==> config.mk <==
export PLATFORM = sky130hd
export DESIGN_NAME = i2c_status_flags
export DESIGN_NICKNAME = d
export VERILOG_FILES = /design/src/rtl/i2c_stat_pkg.sv /design/src/rtl/i2c_flag_cell.sv /design/src/rtl/i2c_capture_bit.sv /design/src/rtl/i2c_stat_set_dec.sv /design/src/rtl/i2c_stat_clr_dec.sv /design/src/rtl/i2c_status_flags.sv
export SDC_FILE = /design/constraint.sdc
export NUM_CORES = 1
export LEC_CHECK = 0
export BUFFER_PORTS_ARGS = -buffer_cell sky130_fd_sc_hd__buf_2
export CORE_AREA = 2 2 39 41
export CTS_BUF_LIST = sky130_fd_sc_hd__clkbuf_16
export CTS_CLUSTER_SIZE = 14
export DETAILED_ROUTE_END_ITERATION = 10
export DIE_AREA = 0 0 41 43
export HOLD_SLACK_MARGIN = 0.02
export PLACE_DENSITY = 0.73
export SLEW_MARGIN = 20
export SYNTH_ARGS = -nofsm -noshare
export SYNTH_HDL_FRONTEND = slang
export SYNTH_HIERARCHICAL = 1
export SYNTH_SLANG_ARGS = --single-unit
==> constraint.sdc <==
create_clock -name clk -period 1.6 [get_ports clk]
set_input_delay 0.16 -clock clk [delete_from_list [all_inputs] [get_ports clk]]
set_output_delay 0.16 -clock clk [all_outputs]
set_load 0.02 [all_outputs]
==> src/rtl/i2c_stat_pkg.sv <==
package i2c_stat_pkg;

    localparam int STAT_W   = 8;
    localparam int POS_TC   = 7;
    localparam int POS_AAS  = 6;
    localparam int POS_BUSY = 5;
    localparam int POS_ARB  = 4;
    localparam int POS_RSVD = 3;
    localparam int POS_SRW  = 2;
    localparam int POS_IP   = 1;
    localparam int POS_RXAK = 0;

    // sticky flags handled by the generic set/clear cell
    localparam int N_STICKY = 5;
    localparam int SK_TC    = 0;
    localparam int SK_AAS   = 1;
    localparam int SK_BUSY  = 2;
    localparam int SK_ARB   = 3;
    localparam int SK_IP    = 4;

    localparam logic [STAT_W-1:0] W1C_MASK = (STAT_W'(1) << POS_ARB) | (STAT_W'(1) << POS_IP);

    typedef struct packed {
        logic byte_done;
        logic addr_match;
        logic gcall;
        logic gcall_en;
        logic start;
        logic stop;
        logic arb_lost;
        logic rw_bit;
        logic ack_sample;
        logic ack_level;
    } bus_ev_t;

    typedef struct packed {
        logic                data_rd;
        logic                data_wr;
        logic                ctrl_wr;
        logic                stat_wr;
        logic [STAT_W-1:0]   wdata;
        logic                tx_mode;
    } cpu_acc_t;

    typedef struct packed {
        logic tc;
        logic aas;
        logic busy;
        logic arb;
        logic rsvd;
        logic srw;
        logic ip;
        logic rxak;
    } stat_t;

    function automatic logic w1c_hit(input logic [STAT_W-1:0] wdata, input int pos);
        logic [STAT_W-1:0] masked;
        masked = wdata & W1C_MASK;
        return masked[pos];
    endfunction

endpackage

==> src/rtl/i2c_flag_cell.sv <==
module i2c_flag_cell #(
    parameter logic RESET_VAL = 1'b0
) (
    input  logic clk,
    input  logic rst,
    input  logic set_i,
    input  logic clr_i,
    output logic q_o
);
    logic q_r;

    // set has priority over clear
    always_ff @(posedge clk) begin
        if (rst)        q_r <= RESET_VAL;
        else if (set_i) q_r <= 1'b1;
        else if (clr_i) q_r <= 1'b0;
    end

    assign q_o = q_r;

    assert_set_priority_R9: assert property (@(posedge clk) disable iff (rst)
        set_i |=> q_o);
    assert_clear_only_R9: assert property (@(posedge clk) disable iff (rst)
        (clr_i && !set_i) |=> !q_o);
endmodule

==> src/rtl/i2c_capture_bit.sv <==
module i2c_capture_bit #(
    parameter logic RESET_VAL = 1'b0
) (
    input  logic clk,
    input  logic rst,
    input  logic load_i,
    input  logic d_i,
    output logic q_o
);
    logic q_r;

    always_ff @(posedge clk) begin
        if (rst)         q_r <= RESET_VAL;
        else if (load_i) q_r <= d_i;
    end

    assign q_o = q_r;

    assert_hold_R8: assert property (@(posedge clk) disable iff (rst)
        !load_i |=> $stable(q_o));
endmodule

==> src/rtl/i2c_stat_set_dec.sv <==
module i2c_stat_set_dec
    import i2c_stat_pkg::*;
(
    input  bus_ev_t               ev_i,
    output logic [N_STICKY-1:0]   set_o,
    output logic                  addr_hit_o
);
    logic addr_hit;

    always_comb begin
        addr_hit = ev_i.addr_match | (ev_i.gcall & ev_i.gcall_en);
        set_o             = '0;
        set_o[SK_TC]      = ev_i.byte_done;
        set_o[SK_AAS]     = addr_hit;
        set_o[SK_BUSY]    = ev_i.start;
        set_o[SK_ARB]     = ev_i.arb_lost;
        set_o[SK_IP]      = ev_i.byte_done | addr_hit | ev_i.arb_lost;
    end

    assign addr_hit_o = addr_hit;
endmodule

==> src/rtl/i2c_stat_clr_dec.sv <==
module i2c_stat_clr_dec
    import i2c_stat_pkg::*;
(
    input  cpu_acc_t              acc_i,
    input  logic                  stop_i,
    output logic [N_STICKY-1:0]   clr_o
);
    always_comb begin
        clr_o           = '0;
        clr_o[SK_TC]    = (acc_i.data_rd & ~acc_i.tx_mode) | (acc_i.data_wr & acc_i.tx_mode);
        clr_o[SK_AAS]   = acc_i.ctrl_wr;
        clr_o[SK_BUSY]  = stop_i;
        clr_o[SK_ARB]   = acc_i.stat_wr & w1c_hit(acc_i.wdata, POS_ARB);
        clr_o[SK_IP]    = acc_i.stat_wr & w1c_hit(acc_i.wdata, POS_IP);
    end
endmodule

==> src/rtl/i2c_status_flags.sv <==
module i2c_status_flags
    import i2c_stat_pkg::*;
(
    input  logic              clk,
    input  logic              rst,
    input  logic              ev_byte_done,
    input  logic              ev_addr_match,
    input  logic              ev_gcall,
    input  logic              gcall_en,
    input  logic              ev_start,
    input  logic              ev_stop,
    input  logic              ev_arb_lost,
    input  logic              ev_rw_bit,
    input  logic              ev_ack_sample,
    input  logic              ev_ack_level,
    input  logic              cpu_data_rd,
    input  logic              cpu_data_wr,
    input  logic              cpu_ctrl_wr,
    input  logic              cpu_stat_wr,
    input  logic [7:0]        cpu_wdata,
    input  logic              tx_mode,
    input  logic              irq_en,
    output logic [7:0]        status,
    output logic              irq
);
    bus_ev_t              ev;
    cpu_acc_t             acc;
    logic [N_STICKY-1:0]  set_v;
    logic [N_STICKY-1:0]  clr_v;
    logic [N_STICKY-1:0]  flag_q;
    logic                 addr_hit;
    logic                 srw_q;
    logic                 rxak_q;
    stat_t                word;

    always_comb begin
        ev.byte_done  = ev_byte_done;
        ev.addr_match = ev_addr_match;
        ev.gcall      = ev_gcall;
        ev.gcall_en   = gcall_en;
        ev.start      = ev_start;
        ev.stop       = ev_stop;
        ev.arb_lost   = ev_arb_lost;
        ev.rw_bit     = ev_rw_bit;
        ev.ack_sample = ev_ack_sample;
        ev.ack_level  = ev_ack_level;
        acc.data_rd   = cpu_data_rd;
        acc.data_wr   = cpu_data_wr;
        acc.ctrl_wr   = cpu_ctrl_wr;
        acc.stat_wr   = cpu_stat_wr;
        acc.wdata     = cpu_wdata;
        acc.tx_mode   = tx_mode;
    end

    i2c_stat_set_dec u_set (
        .ev_i       (ev),
        .set_o      (set_v),
        .addr_hit_o (addr_hit)
    );

    i2c_stat_clr_dec u_clr (
        .acc_i  (acc),
        .stop_i (ev.stop),
        .clr_o  (clr_v)
    );

    for (genvar g = 0; g < N_STICKY; g++) begin : g_sticky
        i2c_flag_cell #(.RESET_VAL(1'b0)) u_cell (
            .clk   (clk),
            .rst   (rst),
            .set_i (set_v[g]),
            .clr_i (clr_v[g]),
            .q_o   (flag_q[g])
        );
    end

    i2c_capture_bit #(.RESET_VAL(1'b0)) u_srw (
        .clk    (clk),
        .rst    (rst),
        .load_i (addr_hit),
        .d_i    (ev.rw_bit),
        .q_o    (srw_q)
    );

    i2c_capture_bit #(.RESET_VAL(1'b0)) u_rxak (
        .clk    (clk),
        .rst    (rst),
        .load_i (ev.ack_sample),
        .d_i    (ev.ack_level),
        .q_o    (rxak_q)
    );

    always_comb begin
        word.tc   = flag_q[SK_TC];
        word.aas  = flag_q[SK_AAS];
        word.busy = flag_q[SK_BUSY];
        word.arb  = flag_q[SK_ARB];
        word.rsvd = 1'b0;
        word.srw  = srw_q;
        word.ip   = flag_q[SK_IP];
        word.rxak = rxak_q;
    end

    assign status = word;
    assign irq    = word.ip & irq_en;

    assert_reset_clear_R1: assert property (@(posedge clk)
        rst |=> (status == 8'h00));
    assert_tc_set_R2: assert property (@(posedge clk) disable iff (rst)
        ev_byte_done |=> status[POS_TC]);
    assert_gcall_ignored_R3: assert property (@(posedge clk) disable iff (rst)
        (ev_gcall && !gcall_en && !ev_addr_match && !cpu_ctrl_wr) |=> (status[POS_AAS] == $past(status[POS_AAS])));
    assert_busy_stop_R4: assert property (@(posedge clk) disable iff (rst)
        (ev_stop && !ev_start) |=> !status[POS_BUSY]);
    assert_arb_hold_R5: assert property (@(posedge clk) disable iff (rst)
        (status[POS_ARB] && !(cpu_stat_wr && cpu_wdata[POS_ARB])) |=> status[POS_ARB]);
    assert_srw_load_R6: assert property (@(posedge clk) disable iff (rst)
        ev_addr_match |=> (status[POS_SRW] == $past(ev_rw_bit)));
    assert_ip_set_R7: assert property (@(posedge clk) disable iff (rst)
        (ev_byte_done || ev_arb_lost || ev_addr_match) |=> status[POS_IP]);
    assert_rsvd_zero_R10: assert property (@(posedge clk) disable iff (rst)
        !status[POS_RSVD]);
endmodule

Word level (Yosys, flattened, before mapping)
Cells that the tools add are included.
Storage, ports and cells
  flip-flop bits (word level): 7
  word-level logic and storage cells: 33
Operators by class
  multiplexer cells: 10
  bitwise operators: 11
  reduce and logical (&&, ||, !) cells: 5
Operators with widths (count)
  2-to-1 mux 1 bit: 10
  nonzero test 2 bit: 5
  bitwise AND 1 bit: 6
  bitwise OR 1 bit: 4
  NOT 1 bit: 1

Depth between registers and ports, before layout
Gate-level depths: netlist (run 1).
  depth in word-level cells: 5
  mapped depth: 4

Modules after synthesis
The synthesis (run 1) kept the hierarchy.
Modules (own cells, without submodules)
  i2c_flag_cell: times used 5, cells each 4, area each 38.8 sq um, sequential area each 20.0 sq um
  i2c_capture_bit: times used 2, cells each 3, area each 33.8 sq um, sequential area each 20.0 sq um
  i2c_stat_set_dec: times used 1, cells each 6, area each 50.0 sq um, sequential area each 0.0 sq um
  i2c_stat_clr_dec: times used 1, cells each 5, area each 42.5 sq um, sequential area each 0.0 sq um
  i2c_status_flags: times used 1, cells each 5, area each 32.5 sq um, sequential area each 0.0 sq um

Worst setup path before layout (run 1)
No wires, ideal clock.
  path type: register to output
  start point: reg g_sticky[4].u_cell.q_r
  end point: out irq
  arrival time: 698 ps
  data required time: 1440 ps
  slack: 742 ps
  stages on the path, launching flop included: 2
  path buffers: 0
  cells stage by stage: dfxtp_1 and2_1
Between the ends
  cells in the longest elaborated chain, start to end: 1
Ends and longest elaborated chain
  start: declaration: line i2c_flag_cell.sv:10  | logic q_r;
  start signal: assignment: line i2c_flag_cell.sv:14  | if (rst) q_r <= RESET_VAL;
  start signal: assignment: line i2c_flag_cell.sv:15  | else if (set_i) q_r <= 1'b1;
  start signal: assignment: line i2c_flag_cell.sv:16  | else if (clr_i) q_r <= 1'b0;
  bitwise AND 1 bit: line i2c_status_flags.sv:105  | assign irq = word.ip & irq_en;
  end: declaration: line i2c_status_flags.sv:24  | output logic irq
No other way between the ends.

Worst setup path in the final report (run 1)
Ends and elaborated chain as after synthesis.

==> results of run 1 <==
## cell usage in the layout (no fill, tap or decap)
cell type  instances
mux2i_1            2
nor2_1             2
and2_1             3
mux2_4             1
a2111o_1           1
clkbuf_16          3
nand2b_1           5
inv_1              6
a21o_2             1
buf_2             27
a21oi_2            5
conb_1             1
dfxtp_1            7
## metal layers
metal / global-route usage, % / routed length, um
met3: 3.14 / 91
met2: 14.7 / 311
met5: 0 / 0
met4: 6.00 / 0
met1: 11.0 / 298
## sequential cells by signal (all words and copies together) (netlist names)
| name | count |
|---|---|
| g_sticky.u_cell/q_o | 5 |
| u_rxak/q_o | 1 |
| u_srw/q_o | 1 |
## cell families (layout without fill, tap and decap cells)
| kind of cell | count (synthesis) | in the layout | synth area share, % |
|---|---|---|---|
| buf+inv | 14 | 36 | 22.3 |
| other cells | 1 | 1 | 0.970 |
| compound gates | 7 | 7 | 16.5 |
| simple gates | 10 | 10 | 14.9 |
| mux | 3 | 3 | 9.06 |
| flops | 7 | 7 | 36.2 |
## worst register-to-register path, delay by kind of cell (launching register included)
| family | cells | cell delay [ns] |
|---|---|---|
| AND/OR/NAND/NOR | 1 | 0.08 |
| flip-flops | 1 | 0.34 |
| AO/OA/AOI/OAI | 1 | 0.12 |
## worst min path at each step
stage / startpoint / endpoint / slack (ns) / depth (start not counted)
after global routing: ev_start / g_sticky[2].u_cell/q_o / 0.20 / 3
after CTS: ev_start / g_sticky[2].u_cell/q_o / 0.16 / 3
after floorplan: rst / g_sticky[0].u_cell/q_o / 0.22 / 1
after global placement: ev_start / g_sticky[2].u_cell/q_o / 0.40 / 3
after detailed placement: ev_start / g_sticky[2].u_cell/q_o / 0.40 / 3
final: ev_start / g_sticky[2].u_cell/q_o / 0.17 / 3
## per-stage QoR
step	utilization (%)	cells	cell area, um2
floorplan	-	42	387
global placement	34.3	76	474
detailed placement	34.3	76	474
CTS	40.0	80	553
global route	40.0	80	553
finish	40.0	80	553
## power by group through the flow
stage	clock network [mW]	registers, mW	logic, mW
6_report	0.415	0.193	0.0887
5_1_grt	0.431	0.195	0.0988
4_1_cts	0.426	0.193	0.0898
3_5_place_dp	0	0.196	0.0896
3_3_place_gp	0	0.195	0.0887
2_1_floorplan	0	0.206	0.0535
## final cells by class
| type | instances | area [um2] |
|---|---|---|
| Fill cell | 151 | 831 |
| Clock buffer | 3 | 75.1 |
| Multi-Input combinational cell | 21 | 160 |
| Timing Repair Buffer | 27 | 135 |
| Tap cell | 16 | 20.0 |
| Clock inverter | 1 | 3.75 |
| Inverter | 5 | 18.8 |
| Sequential cell | 7 | 140 |
==> impl_results.md, run 1 <==
* Post-CTS setup buffers at 0
* Crit path DAT at 0.85 ns
* Setup Total Neg Slack at 0 ns
* Hold buffers post-CTS at 0
* Core area at 1380 um2
* CP top delay family: flip-flops
* Worst vdd ir at 364 uV
* Hold Slack at 0.167 ns
* RSZ-0062 raised after global routing: no
* Cell variety after synth at 12
* Routed WL at 701 um
* Reg clk slew, reported paths at 0.04 ns
* Clock Skew at 0 ns
* Most numerous cell in the Yosys netlist: buf_4
* Clock sink count at 7
* P_sw at 0.142 mW
* GPL Wtd Cong at 0.529
* Final nets at 91
* Share of layout cells above drive strength 1 at 57.8%
* Fraction of the yosys area taken by sequential cells at 36.2%
* Main area contributors after synthesis: dfxtp_1 36%, buf_4 17%, a21oi_2 11%
* Clk pwr share at 59.6%
* DP Wirelength at 570 um
* Crit. path cell count at 2
* Final worst setup slack at 0.594 ns
* Max Cap Viol at 0
* First-iteration detailed-routing DRC count at 2
* Die area at 1760 um2
* Standard-cell rows at 14
* Critical-path cell list: and2_1 -> buf_2
* Max Buffers Root-to-Sink at 2
* Pleak at 0.307 nW
* Warnings, synthesis at 6
* R2R Setup Slk at 0.99 ns
* GRT Total Usage at 9.65%
* Ys async rst share at 0%
* Max Slew Vio Count at 0
* Hold crit path type: in -> reg
* Power Density at 1260 nW/um2
* Most instantiated cells after synthesis: 9 x buf_4, 7 x dfxtp_1, 5 x a21oi_2, 5 x inv_1, 5 x nand2b_1
* Largest area contributor in the netlist: dfxtp_1
* Post-Synthesis Cell Area at 387 um2
* DIE WIDTH at 41 um
* Crit-path max FO at 3
* Post-synth top flop: dfxtp_1
* Root buffer cell: clkbuf_16
* Antenna violations before repair at 0
* TritonCTS Buffers at 3
* Worst r2r src: g_sticky[4].u_cell/q_o
* Drt drc at 0
* Routed Antenna Nets at 0
* PostCTS Resize Cnt at 0
* Mapped Cells at 42
* DIE HEIGHT at 43 um
* CP bufs+invs at 1
* Global route overflow at 0
* CTS tree: done
* Reg power frac at 27.7%
* Num ports at 35
* Hold Vio Cnt, Final at 0
* Syn nets at 68
* CP max stage delay at 0.34 ns
* Initial Util at 27.9%
* FF-to-FF path depth at 2
* WL/cell at 8.76 um
* RR Endpoint: g_sticky[4].u_cell/q_o
* Type of destination of the critical path: output port
* First-pass GRT wire length at 1130 um
* H-Tree Depth at 1
* Pin count of the biggest net entering global routing at 8
* Area Growth Syn to Fin at 43.0%
* Final setup fails at 0
* Pre-CTS WS at 0.697 ns
* Drt pass-1 iters at 4
* WP data required at 1.44 ns
* Period utilization at 62.9%
* Crit path capture: irq
* Crit start category: flip-flop
* Via Count at 328
* EDFF count, synth at 0
* #FFs+latches synth at 7
* Cell Int Power at 0.556 mW
* Setup Crit Path Kind: reg -> out
* Number of port buffers at 27
* Vias in the first global route at 297
* Min cycle time layout at 1.01 ns
* Worst-Skew Late Latency at 0.23 ns
* Via/cell ratio at 4.10
* Fmax at 994 MHz
* Setup crit start: g_sticky[4].u_cell/q_o
* Sw frac at 20.3%
* ANT cells at 0
* Post-synth top area share at 36.2%
* CP max stage cell: dfxtp_1
* Post-synthesis average cell area at 9.21 um2
* Combinational power share at 12.7%
* Status: complete, no violations
* Tot Pwr at 0.697 mW
Note: power is estimated with default switching activity, not from simulation.
==> run 2, diff against run 1 <==
- clock period: 1.6 -> 1 ns (I/O delays scaled with it)
==> run 2 against run 1 <==
Global-route usage is 0.10 points lower. Clock skew stayed put. Sequential share of layout area stayed put. Flip-flop and latch count stayed put. Clock power is 61% higher. Final area stayed put. Sequential power is 60% higher. Critical path type unchanged.
==> impl_results.md, run 2 (synthesis gave the netlist of run 1 again) <==
* Reg clk slew, reported paths at 0.04 ns (about the same)
* CTS tree: done (unchanged)
* Combinational power share at 12.7% (about the same)
* CP top delay family: flip-flops (unchanged)
* Final nets at 91 (unchanged)
* Pleak at 0.307 nW (unchanged)
* Post-place instance area at 474 um2 (unchanged)
* Num ports at 35 (unchanged)
* Power Density at 2030 nW/um2 (was 1260 nW/um2)
* Root buffer cell: clkbuf_16 (unchanged)
* Design Area, Final at 553 um2 (unchanged)
* CP max stage cell: dfxtp_1 (unchanged)
* Drt drc at 0 (unchanged)
* Routed Antenna Nets at 0 (unchanged)
* Critical-path cell list: and2_1 -> buf_2 (unchanged)
* Filler cell count at 150 (was 151)
* RSZ-0062 raised after global routing: no (unchanged)
* Global Route met3 Usage at 3.14% (unchanged)
* Reg power frac at 27.6% (was 27.7%)
* Max Slew Vio Count at 0 (unchanged)
* WP data required at 0.90 ns (was 1.44 ns)
* Final setup fails at 0 (unchanged)
* Vias in the first global route at 294 (was 297)
* Number of port buffers at 27 (unchanged)
* ANT cells at 0 (unchanged)
* Core area at 1380 um2 (unchanged)
* WL/cell at 8.79 um (was 8.76 um)
* Final worst setup slack at 0.0532 ns (was 0.594 ns)
* Post-CTS setup buffers at 0 (unchanged)
* Max Cap Viol at 0 (unchanged)
* GRT Total Usage at 9.55% (was 9.65%)
* Crit path DAT at 0.85 ns (about the same)
* Min cycle time layout at 0.947 ns
* CP max stage delay at 0.34 ns (about the same)
* Cell Int Power at 0.889 mW (was 0.556 mW)
* Drt pass-1 iters at 3 (was 4)
* GRT Max-Usage Layer: met2 (unchanged)
* Met2 Use GR at 14.7% (unchanged)
* Fmax at 1060 MHz
* P_sw at 0.231 mW (was 0.142 mW)
* Final Util at 40.0% (unchanged)
* Routed WL at 703 um (was 701 um)
* Multi-input logic area at 160 um2 (unchanged)
* Standard-cell rows at 14 (unchanged)
* Worst-Skew Late Latency at 0.23 ns (about the same)
* Type of destination of the critical path: output port (unchanged)
* Worst vdd ir at 674 uV (was 364 uV)
* Area Growth Syn to Fin at 43.0% (unchanged)
* Hold Vio Cnt, Final at 0 (unchanged)
* Status: complete, no violations (unchanged)
* TritonCTS Buffers at 3 (unchanged)
* Crit-path max FO at 3 (unchanged)
* Global route overflow at 0 (unchanged)
* Initial Util at 27.9% (unchanged)
* PostCTS Resize Cnt at 0 (unchanged)
* Tot Pwr at 1.12 mW (was 0.697 mW)
* DIE HEIGHT at 43 um (unchanged)
* Die area at 1760 um2 (unchanged)
* Via/cell ratio at 4.09 (was 4.10)
* Setup Crit Path Kind: reg -> out (unchanged)
* First-iteration detailed-routing DRC count at 3 (was 2)
* GPL Wtd Cong at 0.529 (unchanged)
* Max FFs per register at 5 (unchanged)
* Pin count of the biggest net entering global routing at 8 (unchanged)
* Period utilization at 94.7%
* Pre-CTS WS at 0.158 ns (was 0.697 ns)
* First-pass GRT wire length at 1120 um (was 1130 um)
* H-Tree Depth at 1 (unchanged)
* Met1 usage at 10.6% (was 11.0%)
* DIE WIDTH at 41 um (unchanged)
* Crit start category: flip-flop (unchanged)
* Antenna violations before repair at 0 (unchanged)
* CP bufs+invs at 1 (unchanged)
* Sw frac at 20.6% (was 20.3%)
* Share of layout cells above drive strength 1 at 57.8% (unchanged)
* Hold buffers post-CTS at 0 (unchanged)
* Hold crit path type: in -> reg (unchanged)
* Clk pwr share at 59.7% (was 59.6%)
* Clock sink count at 7 (unchanged)
* Most frequent cells in the layout: 27 x buf_2, 7 x dfxtp_1, 6 x inv_1 (unchanged)
* Max Buffers Root-to-Sink at 2 (unchanged)
* Register cell area after layout at 140 um2 (unchanged)
* Clock Skew at 0 ns (unchanged)
* DP Wirelength at 569 um (was 570 um)
* Commonest non-fill, non-tap cell in the layout: buf_2 (unchanged)
* Setup Total Neg Slack at 0 ns (unchanged)
* Via Count at 327 (was 328)
==> run 2: final cells by class <==
| class | instances | area share [%] |
|---|---|---|
| tap | 16 | 3.62 |
| clock buffer | 3 | 13.6 |
| inverter | 5 | 3.39 |
| clock inverter | 1 | 0.679 |
| timing repair buffer | 27 | 24.4 |
| sequential | 7 | 25.3 |
| multi-input combinational | 21 | 29.0 |
==> run 2: routing by layer <==
layer  up-vias  routed length (um)
li1        165                   -
met1       145                 311
met2        17                 306
met3         0                  85
met4         0                   0
met5         -                   0
==> run 2: final timing paths <==
check | from | end | slack, ns | cells after the start
min reg2reg | g_sticky[2].u_cell/q_o | g_sticky[2].u_cell/q_o | 0.48 | 2
min | ev_start | g_sticky[2].u_cell/q_o | 0.11 | 3
max reg2reg | g_sticky[4].u_cell/q_o | g_sticky[4].u_cell/q_o | 0.40 | 2
max | g_sticky[4].u_cell/q_o | irq | 0.05 | 2
==> run 2: power by group through the flow <==
stage	clock network [mW]	registers, mW	logic, mW
after detailed placement	0	0.313	0.144
final	0.669	0.309	0.142
after floorplan	0	0.330	0.0857
after global placement	0	0.312	0.142
after global routing	0.690	0.312	0.158
after CTS	0.681	0.310	0.144
==> run 2: stage by stage <==
| stage | hold slack, ns | std cells |
|---|---|---|
| 6_report | 0.109 | 80 |
| 5_1_grt | 0.134 | 80 |
| 4_1_cts | 0.106 | 80 |
| 3_5_place_dp | 0.341 | 76 |
| 3_3_place_gp | 0.339 | 76 |
| 2_1_floorplan | 0.162 | 42 |
==> run 2: tightest hold or removal path, stage by stage <==
cell and delay (ns):
buf_2 0.07, inv_1 0.04, a21oi_2 0.09
==> run 3, diff against run 2 <==
- PLACE_DENSITY: 0.73 -> 0.68
- SYNTH_HIERARCHICAL: 1 -> not set
==> run 3 against run 2 <==
Final area shrank 11%. Global-route usage down 1.3 points. Critical path depth unchanged. Sequential share of layout area rose by 3.1 points. Sequential power about the same. Via count decreased by 9.2%. First-iteration DRC count stayed put. Combinational power shrank 13%. Highest routed layer unchanged. Clock-buffer cell count stayed put.
==> impl_results.md, run 3 <==
* Post-CTS setup buffers at 0 (unchanged)
* Fmax at 1090 MHz (was 1060 MHz)
* Final Util at 35.6% (was 40.0%)
* Period utilization at 91.6% (was 94.7%)
* PostCTS Resize Cnt at 0 (unchanged)
* Worst vdd ir at 1250 uV (was 674 uV)
* Routed Antenna Nets at 0 (unchanged)
* DIE HEIGHT at 43 um (unchanged)
* Post-synthesis average cell area at 8.62 um2 (was 9.21 um2)
* RSZ-0062 raised after global routing: no (unchanged)
* Antenna violations before repair at 0 (unchanged)
* Crit path DAT at 0.82 ns (was 0.85 ns)
* Core area at 1380 um2 (unchanged)
* Clock sink count at 7 (unchanged)
* Crit start category: flip-flop (unchanged)
* Setup Crit Path Kind: reg -> out (unchanged)
* Final setup fails at 0 (unchanged)
* Most frequent cells in the layout: 27 x buf_2, 7 x dfxtp_1, 6 x nor2_1 (was 27 x buf_2, 7 x dfxtp_1, 6 x inv_1)
* Via/cell ratio at 3.91 (was 4.09)
* Synth Area in Compound Gates at 11.0% (was 16.5%)
* First-pass GRT wire length at 890 um (was 1120 um)
* Post-synth top area share at 43.9% (was 36.2%)
* Max Slew Vio Count at 0 (unchanged)
* Final nets at 87 (was 91)
* Mapped Cells at 37 (was 42)
* CP top delay family: flip-flops (unchanged)
* Largest area contributor in the netlist: dfxtp_1 (unchanged)
* R2R Setup Slk at 0.41 ns (was 0.40 ns)
* Multiplexer area fraction after synthesis at 9.41% (was 9.06%)
* Most instantiated cells after synthesis: 8 x buf_4, 7 x dfxtp_1, 6 x nor2_1 (was 9 x buf_4, 7 x dfxtp_1, 5 x a21oi_2, 5 x inv_1, 5 x nand2b_1)
* Pleak at 0.271 nW (was 0.307 nW)
* Tot Pwr at 1.09 mW (was 1.12 mW)
* Status: complete, no violations (unchanged)
* Synth Area in Simple Gates at 14.5% (was 14.9%)
* Initial Util at 23.1% (was 27.9%)
* Post-Synth Adder-Cell Area at 0% (unchanged)
* Area Growth Syn to Fin at 54.5% (was 43.0%)
* Pin count of the biggest net entering global routing at 8 (unchanged)
* Hold crit path type: in -> reg (unchanged)
* EDFF count, synth at 0 (unchanged)
* Hold Vio Cnt, Final at 0 (unchanged)
* #FFs+latches synth at 7 (unchanged)
* RR Endpoint: g_sticky[4].u_cell.q_o (was g_sticky[4].u_cell/q_o)
* Setup Total Neg Slack at 0 ns (unchanged)
* Routed WL at 603 um (was 703 um)
* Most numerous cell in the Yosys netlist: buf_4 (unchanged)
* Critical-path cell list: and2_1 -> buf_2 (unchanged)
* Vias in the first global route at 238 (was 294)
* Main area contributors after synthesis: dfxtp_1 44%, buf_4 19%, mux2i_1 9.4% (was dfxtp_1 36%, buf_4 17%, a21oi_2 11%)
* Reg clk slew, reported paths at 0.04 ns (about the same)
* FF-to-FF path depth at 2 (unchanged)
* Drt drc at 0 (unchanged)
* First-iteration detailed-routing DRC count at 3 (unchanged)
* Num ports at 35 (unchanged)
* Max FFs per register at 5 (unchanged)
* Crit-path max FO at 3 (unchanged)
* Drt pass-1 iters at 2 (was 3)
* Root buffer cell: clkbuf_16 (unchanged)
* Share of layout cells above drive strength 1 at 51.7% (was 57.8%)
* TritonCTS Buffers at 3 (unchanged)
* H-Tree Depth at 1 (unchanged)
* Max Buffers Root-to-Sink at 2 (unchanged)
* Xor/xnor share of the synthesized area at 0% (unchanged)
* Hold Crit Depth at 3 (unchanged)
* GPL Wtd Cong at 0.527 (was 0.529)
* WP data required at 0.90 ns (about the same)
* Ys async rst share at 0% (unchanged)
* Largest family of logic cells by synthesized area: buffers and inverters (unchanged)
* Via Count at 297 (was 327)
* Max Cap Viol at 0 (unchanged)
* Worst r2r src: g_sticky[4].u_cell.q_o (was g_sticky[4].u_cell/q_o)
* Number of port buffers at 27 (unchanged)
* Syn nets at 63 (was 68)
* Die area at 1760 um2 (unchanged)
* CTS tree: done (unchanged)
* CP max stage cell: dfxtp_1 (unchanged)
* Worst Hold Endpoint: g_sticky[2].u_cell.q_o (was g_sticky[2].u_cell/q_o)
* Cell variety after synth at 12 (unchanged)
* Hold Slack at 0.0810 ns (was 0.109 ns)
* Power Density at 2210 nW/um2 (was 2030 nW/um2)
* Worst-Skew Late Latency at 0.23 ns (about the same)
* DIE WIDTH at 41 um (unchanged)
* CP max stage delay at 0.32 ns (was 0.34 ns)
* Post-synth top flop: dfxtp_1 (unchanged)
* Clock Skew at 0 ns (unchanged)
* Min cycle time layout at 0.916 ns (was 0.947 ns)
* Design Area, Final at 493 um2 (was 553 um2)
* Type of destination of the critical path: output port (unchanged)
* Global route overflow at 0 (unchanged)
* CP bufs+invs at 1 (unchanged)
* Commonest non-fill, non-tap cell in the layout: buf_2 (unchanged)
* Post-place instance area at 414 um2 (was 474 um2)
* ANT cells at 0 (unchanged)
* Standard-cell rows at 14 (unchanged)
* Hold buffers post-CTS at 0 (unchanged)
* WL/cell at 7.93 um (was 8.79 um)
* GRT Total Usage at 8.24% (was 9.55%)
* Fraction of the yosys area taken by sequential cells at 43.9% (was 36.2%)
* Hold_sp: ev_start (unchanged)
* Warnings, synthesis at 0 (was 6)
* Post-Synthesis Cell Area at 319 um2 (was 387 um2)
## run 3: worst max-delay path by stage
stage | start | end | slack [ns] | cells after the start
final | g_sticky[4].u_cell.q_o | irq | 0.08 | 2
after floorplan | g_sticky[4].u_cell.q_o | irq | 0.36 | 1
after global routing | g_sticky[4].u_cell.q_o | irq | 0.02 | 2
after detailed placement | ev_gcall | u_srw.q_o | 0.21 | 4
after CTS | g_sticky[4].u_cell.q_o | irq | 0.08 | 2
after global placement | ev_gcall | u_srw.q_o | 0.23 | 4
## run 3: metrics by stage
stage               worst slack, ns  cells
floorplan                     0.357     37
global placement              0.225     72
detailed placement            0.205     72
CTS                          0.0771     76
global route                 0.0219     76
finish                       0.0837     76
## run 3: power by group
part           total [mW]  leakage, nW  switching (mW)  internal [mW]
sequential          0.308       0.0585         0.00810          0.300
combinational       0.124        0.170          0.0665         0.0579
clock               0.659       0.0423           0.140          0.519
## run 3: tightest hold or removal path, stage by stage
cell	delay, ns
buf_2	0.08
a21oi_1	0.03
nor2_1	0.06
## run 3: area by class of cell
cell class / instances / area [um2]
Clock buffer: 3 / 75.1
Clock inverter: 1 / 3.75
Fill cell: 149 / 891
Inverter: 1 / 3.75
Multi-Input combinational cell: 21 / 115
Sequential cell: 7 / 140
Tap cell: 16 / 20.0
Timing Repair Buffer: 27 / 135
## run 3: cell families after synthesis
kind of cell           count (synthesis)
AND/OR/NAND/NOR                       11
buffers and inverters                  9
flip-flops                             7
AO/OA/AOI/OAI                          6
multiplexers                           3
other                                  1
## run 3: layer usage
layer  part of all wire (%)  routed length [um]  vias to the layer above  track usage, %
met5                      0                   0                        -               0
met4                      0                   0                        0            4.00
met3                     17                 105                        0            7.85
li1                       -                   -                      155               -
met1                     40                 243                      119            8.71
met2                     42                 255                       23            10.6
